File: config.mk
export PLATFORM = sky130hd
export DESIGN_NAME = l4rng_match_bank
export DESIGN_NICKNAME = d
export VERILOG_FILES = /design/src/rtl/l4rng_pkg.sv /design/src/rtl/l4rng_cfg_bank.sv /design/src/rtl/l4rng_cell.sv /design/src/rtl/l4rng_match_bank.sv
export SDC_FILE = /design/constraint.sdc
export NUM_CORES = 2
export LEC_CHECK = 0
export BUFFER_PORTS_ARGS = -buffer_cell sky130_fd_sc_hd__buf_2
export CAP_MARGIN = 40
export CORE_UTILIZATION = 42
export CTS_CLUSTER_DIAMETER = 120
export CTS_CLUSTER_SIZE = 16
export DETAILED_ROUTE_END_ITERATION = 8
export REMOVE_ABC_BUFFERS = 1
export SLEW_MARGIN = 25
export SYNTH_ARGS = -nofsm -noshare
export SYNTH_HDL_FRONTEND = slang
export SYNTH_SLANG_ARGS = --single-unit
File: constraint.sdc
create_clock -name clk -period 2.85 [get_ports clk]
set_input_delay 0.7125 -clock clk [delete_from_list [all_inputs] [get_ports clk]]
set_output_delay 0.7125 -clock clk [all_outputs]
set_load 0.01 [all_outputs]
File: src/rtl/l4rng_pkg.sv
package l4rng_pkg;

    localparam int KEY_W  = 16;
    localparam int PORT_W = 16;
    localparam int IDX_W  = $clog2(KEY_W);

    typedef enum logic [1:0] {
        L3_NONE = 2'b00,
        L3_V4   = 2'b01,
        L3_V6   = 2'b10,
        L3_RSVD = 2'b11
    } l3_kind_e;

    typedef enum logic [1:0] {
        L4_NONE = 2'b00,
        L4_TCP  = 2'b01,
        L4_UDP  = 2'b10,
        L4_RSVD = 2'b11
    } l4_kind_e;

    typedef struct packed {
        logic              valid;
        logic [PORT_W-1:0] lo;
        logic [PORT_W-1:0] hi;
        logic              use_src;
        logic              en_v4;
        logic              en_v6;
        logic              en_tcp;
        logic              en_udp;
    } rng_cfg_t;

    typedef struct packed {
        l3_kind_e          l3;
        l4_kind_e          l4;
        logic [PORT_W-1:0] sport;
        logic [PORT_W-1:0] dport;
    } hdr_t;

    function automatic logic port_inside(logic [PORT_W-1:0] p,
                                         logic [PORT_W-1:0] lo,
                                         logic [PORT_W-1:0] hi);
        return (p >= lo) && (p <= hi);
    endfunction

endpackage

File: src/rtl/l4rng_cfg_bank.sv
module l4rng_cfg_bank
    import l4rng_pkg::*;
#(
    parameter int NUM_RANGES = 16
) (
    input  logic                             clk,
    input  logic                             rst,
    input  logic                             we,
    input  logic [IDX_W-1:0]                 idx,
    input  rng_cfg_t                         wdata,
    output rng_cfg_t [NUM_RANGES-1:0]        cfg_q
);

    for (genvar i = 0; i < NUM_RANGES; i++) begin : g_entry
        always_ff @(posedge clk) begin
            if (rst) begin
                cfg_q[i] <= '0;
            end else if (we && idx == IDX_W'(i)) begin
                cfg_q[i] <= wdata;
            end
        end

        // a write lands its valid flag and direction in the addressed entry
        a_r9_write_lands: assert property (@(posedge clk) disable iff (rst)
            (we && idx == IDX_W'(i)) |=>
                (cfg_q[i].valid == $past(wdata.valid) &&
                 cfg_q[i].use_src == $past(wdata.use_src)));
    end

    // writes beyond the bank leave every entry untouched
    a_r10_oob_ignored: assert property (@(posedge clk) disable iff (rst)
        (we && int'(idx) >= NUM_RANGES) |=> $stable(cfg_q));

endmodule

File: src/rtl/l4rng_cell.sv
module l4rng_cell
    import l4rng_pkg::*;
(
    input  rng_cfg_t cfg,
    input  hdr_t     hdr,
    output logic     hit
);

    logic              l3_ok;
    logic              l4_ok;
    logic [PORT_W-1:0] port;

    always_comb begin
        l3_ok = (hdr.l3 == L3_V4 && cfg.en_v4) || (hdr.l3 == L3_V6 && cfg.en_v6);
        l4_ok = (hdr.l4 == L4_TCP && cfg.en_tcp) || (hdr.l4 == L4_UDP && cfg.en_udp);
        port  = cfg.use_src ? hdr.sport : hdr.dport;
        hit   = cfg.valid && l3_ok && l4_ok && port_inside(port, cfg.lo, cfg.hi);
    end

endmodule

File: src/rtl/l4rng_match_bank.sv
module l4rng_match_bank
    import l4rng_pkg::*;
#(
    parameter int NUM_RANGES = 16
) (
    input  logic        clk,
    input  logic        rst,
    input  logic        cfg_we,
    input  logic [3:0]  cfg_idx,
    input  logic        cfg_valid,
    input  logic [15:0] cfg_min,
    input  logic [15:0] cfg_max,
    input  logic        cfg_src,
    input  logic        cfg_en_v4,
    input  logic        cfg_en_v6,
    input  logic        cfg_en_tcp,
    input  logic        cfg_en_udp,
    input  logic        hdr_vld,
    input  logic [1:0]  hdr_l3,
    input  logic [1:0]  hdr_l4,
    input  logic [15:0] hdr_sport,
    input  logic [15:0] hdr_dport,
    output logic        match_vld,
    output logic [15:0] match_vec
);

    rng_cfg_t                  wdata;
    rng_cfg_t [NUM_RANGES-1:0] cfg_q;
    hdr_t                      hdr;
    logic [KEY_W-1:0]          hit_vec;

    always_comb begin
        wdata.valid   = cfg_valid;
        wdata.lo      = cfg_min;
        wdata.hi      = cfg_max;
        wdata.use_src = cfg_src;
        wdata.en_v4   = cfg_en_v4;
        wdata.en_v6   = cfg_en_v6;
        wdata.en_tcp  = cfg_en_tcp;
        wdata.en_udp  = cfg_en_udp;
        hdr.l3        = l3_kind_e'(hdr_l3);
        hdr.l4        = l4_kind_e'(hdr_l4);
        hdr.sport     = hdr_sport;
        hdr.dport     = hdr_dport;
    end

    l4rng_cfg_bank #(.NUM_RANGES(NUM_RANGES)) u_cfg (
        .clk   (clk),
        .rst   (rst),
        .we    (cfg_we),
        .idx   (cfg_idx),
        .wdata (wdata),
        .cfg_q (cfg_q)
    );

    for (genvar i = 0; i < KEY_W; i++) begin : g_key
        if (i < NUM_RANGES) begin : g_cell
            l4rng_cell u_cell (
                .cfg (cfg_q[i]),
                .hdr (hdr),
                .hit (hit_vec[i])
            );

            // an invalid entry never raises its bit
            a_r9_invalid_zero: assert property (@(posedge clk) disable iff (rst)
                (hdr_vld && !cfg_q[i].valid) |=> !match_vec[i]);

            // an inverted window never raises its bit
            a_r4_inverted_window: assert property (@(posedge clk) disable iff (rst)
                (hdr_vld && cfg_q[i].lo > cfg_q[i].hi) |=> !match_vec[i]);
        end else begin : g_pad
            assign hit_vec[i] = 1'b0;
        end
    end

    always_ff @(posedge clk) begin
        if (rst) begin
            match_vld <= 1'b0;
            match_vec <= '0;
        end else begin
            match_vld <= hdr_vld;
            match_vec <= hdr_vld ? hit_vec : '0;
        end
    end

    // one cycle from header to result
    a_r2_latency: assert property (@(posedge clk) disable iff (rst)
        hdr_vld |=> match_vld);

    // no header, no result
    a_r2_idle_zero: assert property (@(posedge clk) disable iff (rst)
        !hdr_vld |=> (!match_vld && match_vec == '0));

    // unknown transport gives an empty vector
    a_r8_bad_l4: assert property (@(posedge clk) disable iff (rst)
        (hdr_vld && !(hdr_l4 == 2'b01 || hdr_l4 == 2'b10)) |=> match_vec == '0);

    // unknown network layer gives an empty vector
    a_r8_bad_l3: assert property (@(posedge clk) disable iff (rst)
        (hdr_vld && !(hdr_l3 == 2'b01 || hdr_l3 == 2'b10)) |=> match_vec == '0);

endmodule

==> impl_metrics.json <==
{
  "status": "complete, but fails checks",
  "violations": "DRC",
  "syn_area_mm2": 0.0377,
  "numPlacedInstances": 6069,
  "drt_iter0_markers": 2501,
  "final_hold_viol_count": 0,
  "worst-path-buf-inv": 1,
  "clockRootBuffer": "clkbuf_16",
  "drive_gt1_share_pct": 12.8,
  "vias_per_cell": 5.47,
  "crit_type": "reg2reg",
  "num_rows": 109,
  "vias": 33504,
  "dieArea_mm2": 0.0911,
  "finalNonFillerCells": 6120,
  "fin_util_pct": 47.1,
  "clockBufferDepth": 3,
  "synth_top_area_share_pct": 33.2,
  "port_buffers": 98,
  "hold_class": "in2reg",
  "drtAntennaViolNets": 0,
  "crit_top_cell": "a2111oi_0",
  "ys_top_cells_by_area": "dfxtp_1, ha_1, nand2_1, a21oi_1, mux2_2",
  "seq_area_frac_synth_pct": 33.2,
  "insertion_delay_ns": 0.61,
  "rsz0062_at_grt": "no",
  "final_max_slew_viol_count": 0,
  "setup.worst_path.end_class": "flip-flop",
  "grt_max_degree": 103,
  "netlist_instances": 4931,
  "synth_top_area_cell": "dfxtp_1",
  "worstPathRequired_ns": 3.34,
  "period_share_pct": 90.9,
  "cts-buffers-inserted": 45,
  "async_flop_share_pct": 0,
  "synth_edf_count": 0,
  "routedWlPerCell_um": 20.9,
  "period_needed_ns": 2.59,
  "drtPass1Iterations": 9,
  "grt_antenna_before_repair": 9,
  "start_kind": "flip-flop",
  "yosys_warnings": 0,
  "cts_tree": "done",
  "drv_cap": 0,
  "drcViolationCount": 2,
  "htreeDepth": 2,
  "critPathMaxFanout": 7,
  "min_delay_path_depth": 2,
  "grt_pass1_wl_um": 192000,
  "worstMarginPinSlew_ns": 0.932,
  "cts.clk_slew.worst_paths_ns": 0.07,
  "fill_cells": 8813,
  "overflow": 0,
  "powerDensity_mw_per_mm2": 431,
  "synth_cell_type_count": 46,
  "drt-total-wl_um": 128000,
  "r2r_cells": 7,
  "die_w_um": 302,
  "design_area_mm2": 0.0417,
  "cpMaxStageDelayCell": "dfxtp_1",
  "gp_congestion": 0.924,
  "cts_sinks": 625,
  "fmax_ghz": 0.386,
  "setup_viol": 0,
  "cts_setup_buffers": 0,
  "whs_ns": 0.450,
  "p_leak_uw": 0.0147,
  "place_area_mm2": 0.0405,
  "final.setup.tns_ns": 0,
  "grt_pass1_vias": 31403,
  "path_cells": "buf_4, mux2_2, ha_1, a2111oi_0, o31ai_1, a2111oi_0, nor4_1",
  "mostFrequentLayoutCell": "nand2_1",
  "final_cell_mix": "nand2_1, a21oi_1, dfxtp_1",
  "nets": 5545,
  "ys_ff_latch": 625,
  "coreArea_mm2": 0.0886,
  "io_pins": 99,
  "start_util_pct": 42.6,
  "syn-mean-instance-area_um2": 7.65,
  "fin_skew_ns": 0.0148,
  "dieHeight_um": 302,
  "timing.slew.headroom_pct": 37.9,
  "cp_top_family": "compound AO/OA/AOI/OAI gates",
  "grtUsageTotal_pct": 27.8,
  "area_growth_pct": 10.6,
  "ys.flop_type": "dfxtp_1",
  "peakVddDrop_mv": 0.441,
  "cts-resized-gates": 0,
  "cts_hold_buf": 0,
  "dp_hpwl_um": 85200,
  "worst-path-stages": 7,
  "critPathMaxStageDelay_ns": 0.56,
  "cp.arrival_ns": 3.08
}
-- cell families (layout without fill, tap and decap cells) --
group	after synthesis	in the layout	share of synthesized area [%]
adders and majority gates	512	512	17.0
muxes	256	256	7.59
other	0	1	0
buffers and inverters	846	869	9.00
AOI/OAI and AO/OA	1008	1008	14.6
and+or+nand+nor	1684	1684	18.7
DFF	625	625	33.2
-- stage by stage --
step	setup WS [ns]	total power (uW)
floorplan	-0.307	10400
global placement	-0.217	11900
detailed placement	-0.165	11900
CTS	0.310	18100
global route	0.125	18700
finish	0.261	18000
-- routing by layer --
| metal | vias to the layer above | routed length [um] | part of all wire [%] | global-route usage (%) |
|---|---|---|---|---|
| met1 | 15854 | 56300 | 44 | 37.6 |
| met2 | 996 | 58200 | 46 | 45.4 |
| met3 | 218 | 8790 | 6.9 | 3.73 |
| li1 | 16428 | - | - | - |
| met5 | - | 54 | 0.042 | 0 |
| met4 | 8 | 4430 | 3.5 | 9.36 |
-- state kept, by name, indices dropped and copies added, names as in the netlist --
signal / flops
match_vec: 16
match_vld: 1
u_cfg.cfg_q: 608
-- worst register-to-register path, delay by kind of cell, from the launching register on --
family                   cells  cell delay, ns
flip-flops                   1            0.56
adder cells (fa/ha/maj)      1            0.27
multiplexers                 1            0.35
buffers and inverters        1            0.22
AND/OR/NAND/NOR              1            0.10
AO/OA/AOI/OAI                3            0.98
-- area by class of cell --
cell class | count | area [um^2] | area share [%]
timing repair buffer | 321 | 2800 | 6.71
tap | 1165 | 1460 | 3.49
clock inverter | 2 | 25.0 | 0.0600
antenna | 1 | 2.50 | 0.00600
inverter | 498 | 1870 | 4.48
clock buffer | 48 | 1180 | 2.83
sequential | 625 | 12500 | 30.0
multi-input combinational | 3460 | 21900 | 52.4
-- synth_stat cells (30+ instances only) --
cell and instances:
nor4_1 32, a21oi_1 817, a22oi_1 30, ha_1 512, nand4_1 87, clkbuf_1 232, nand3_1 69, dfxtp_1 625
buf_2 80, nor2_1 61, inv_1 498, o21ai_0 44, nand2_1 1335, mux2_2 240
-- power breakdown --
part           internal (uW)  switching (uW)  total (uW)
clock network           2940            3280        6210
logic                   1080            1820        2900
registers               8830            52.7        8880
total                  12800            5150       18000
-- worst paths after layout --
path                                  startpoint                to  slack, ns
worst max register to register  u_cfg.cfg_q[118]      match_vec[3]       0.26
worst min register to register  u_cfg.cfg_q[296]  u_cfg.cfg_q[296]       0.45
worst max-delay path            u_cfg.cfg_q[118]      match_vec[3]       0.26
worst min-delay path                         rst  u_cfg.cfg_q[136]       0.45
Note: power is estimated with default switching activity, not from simulation.
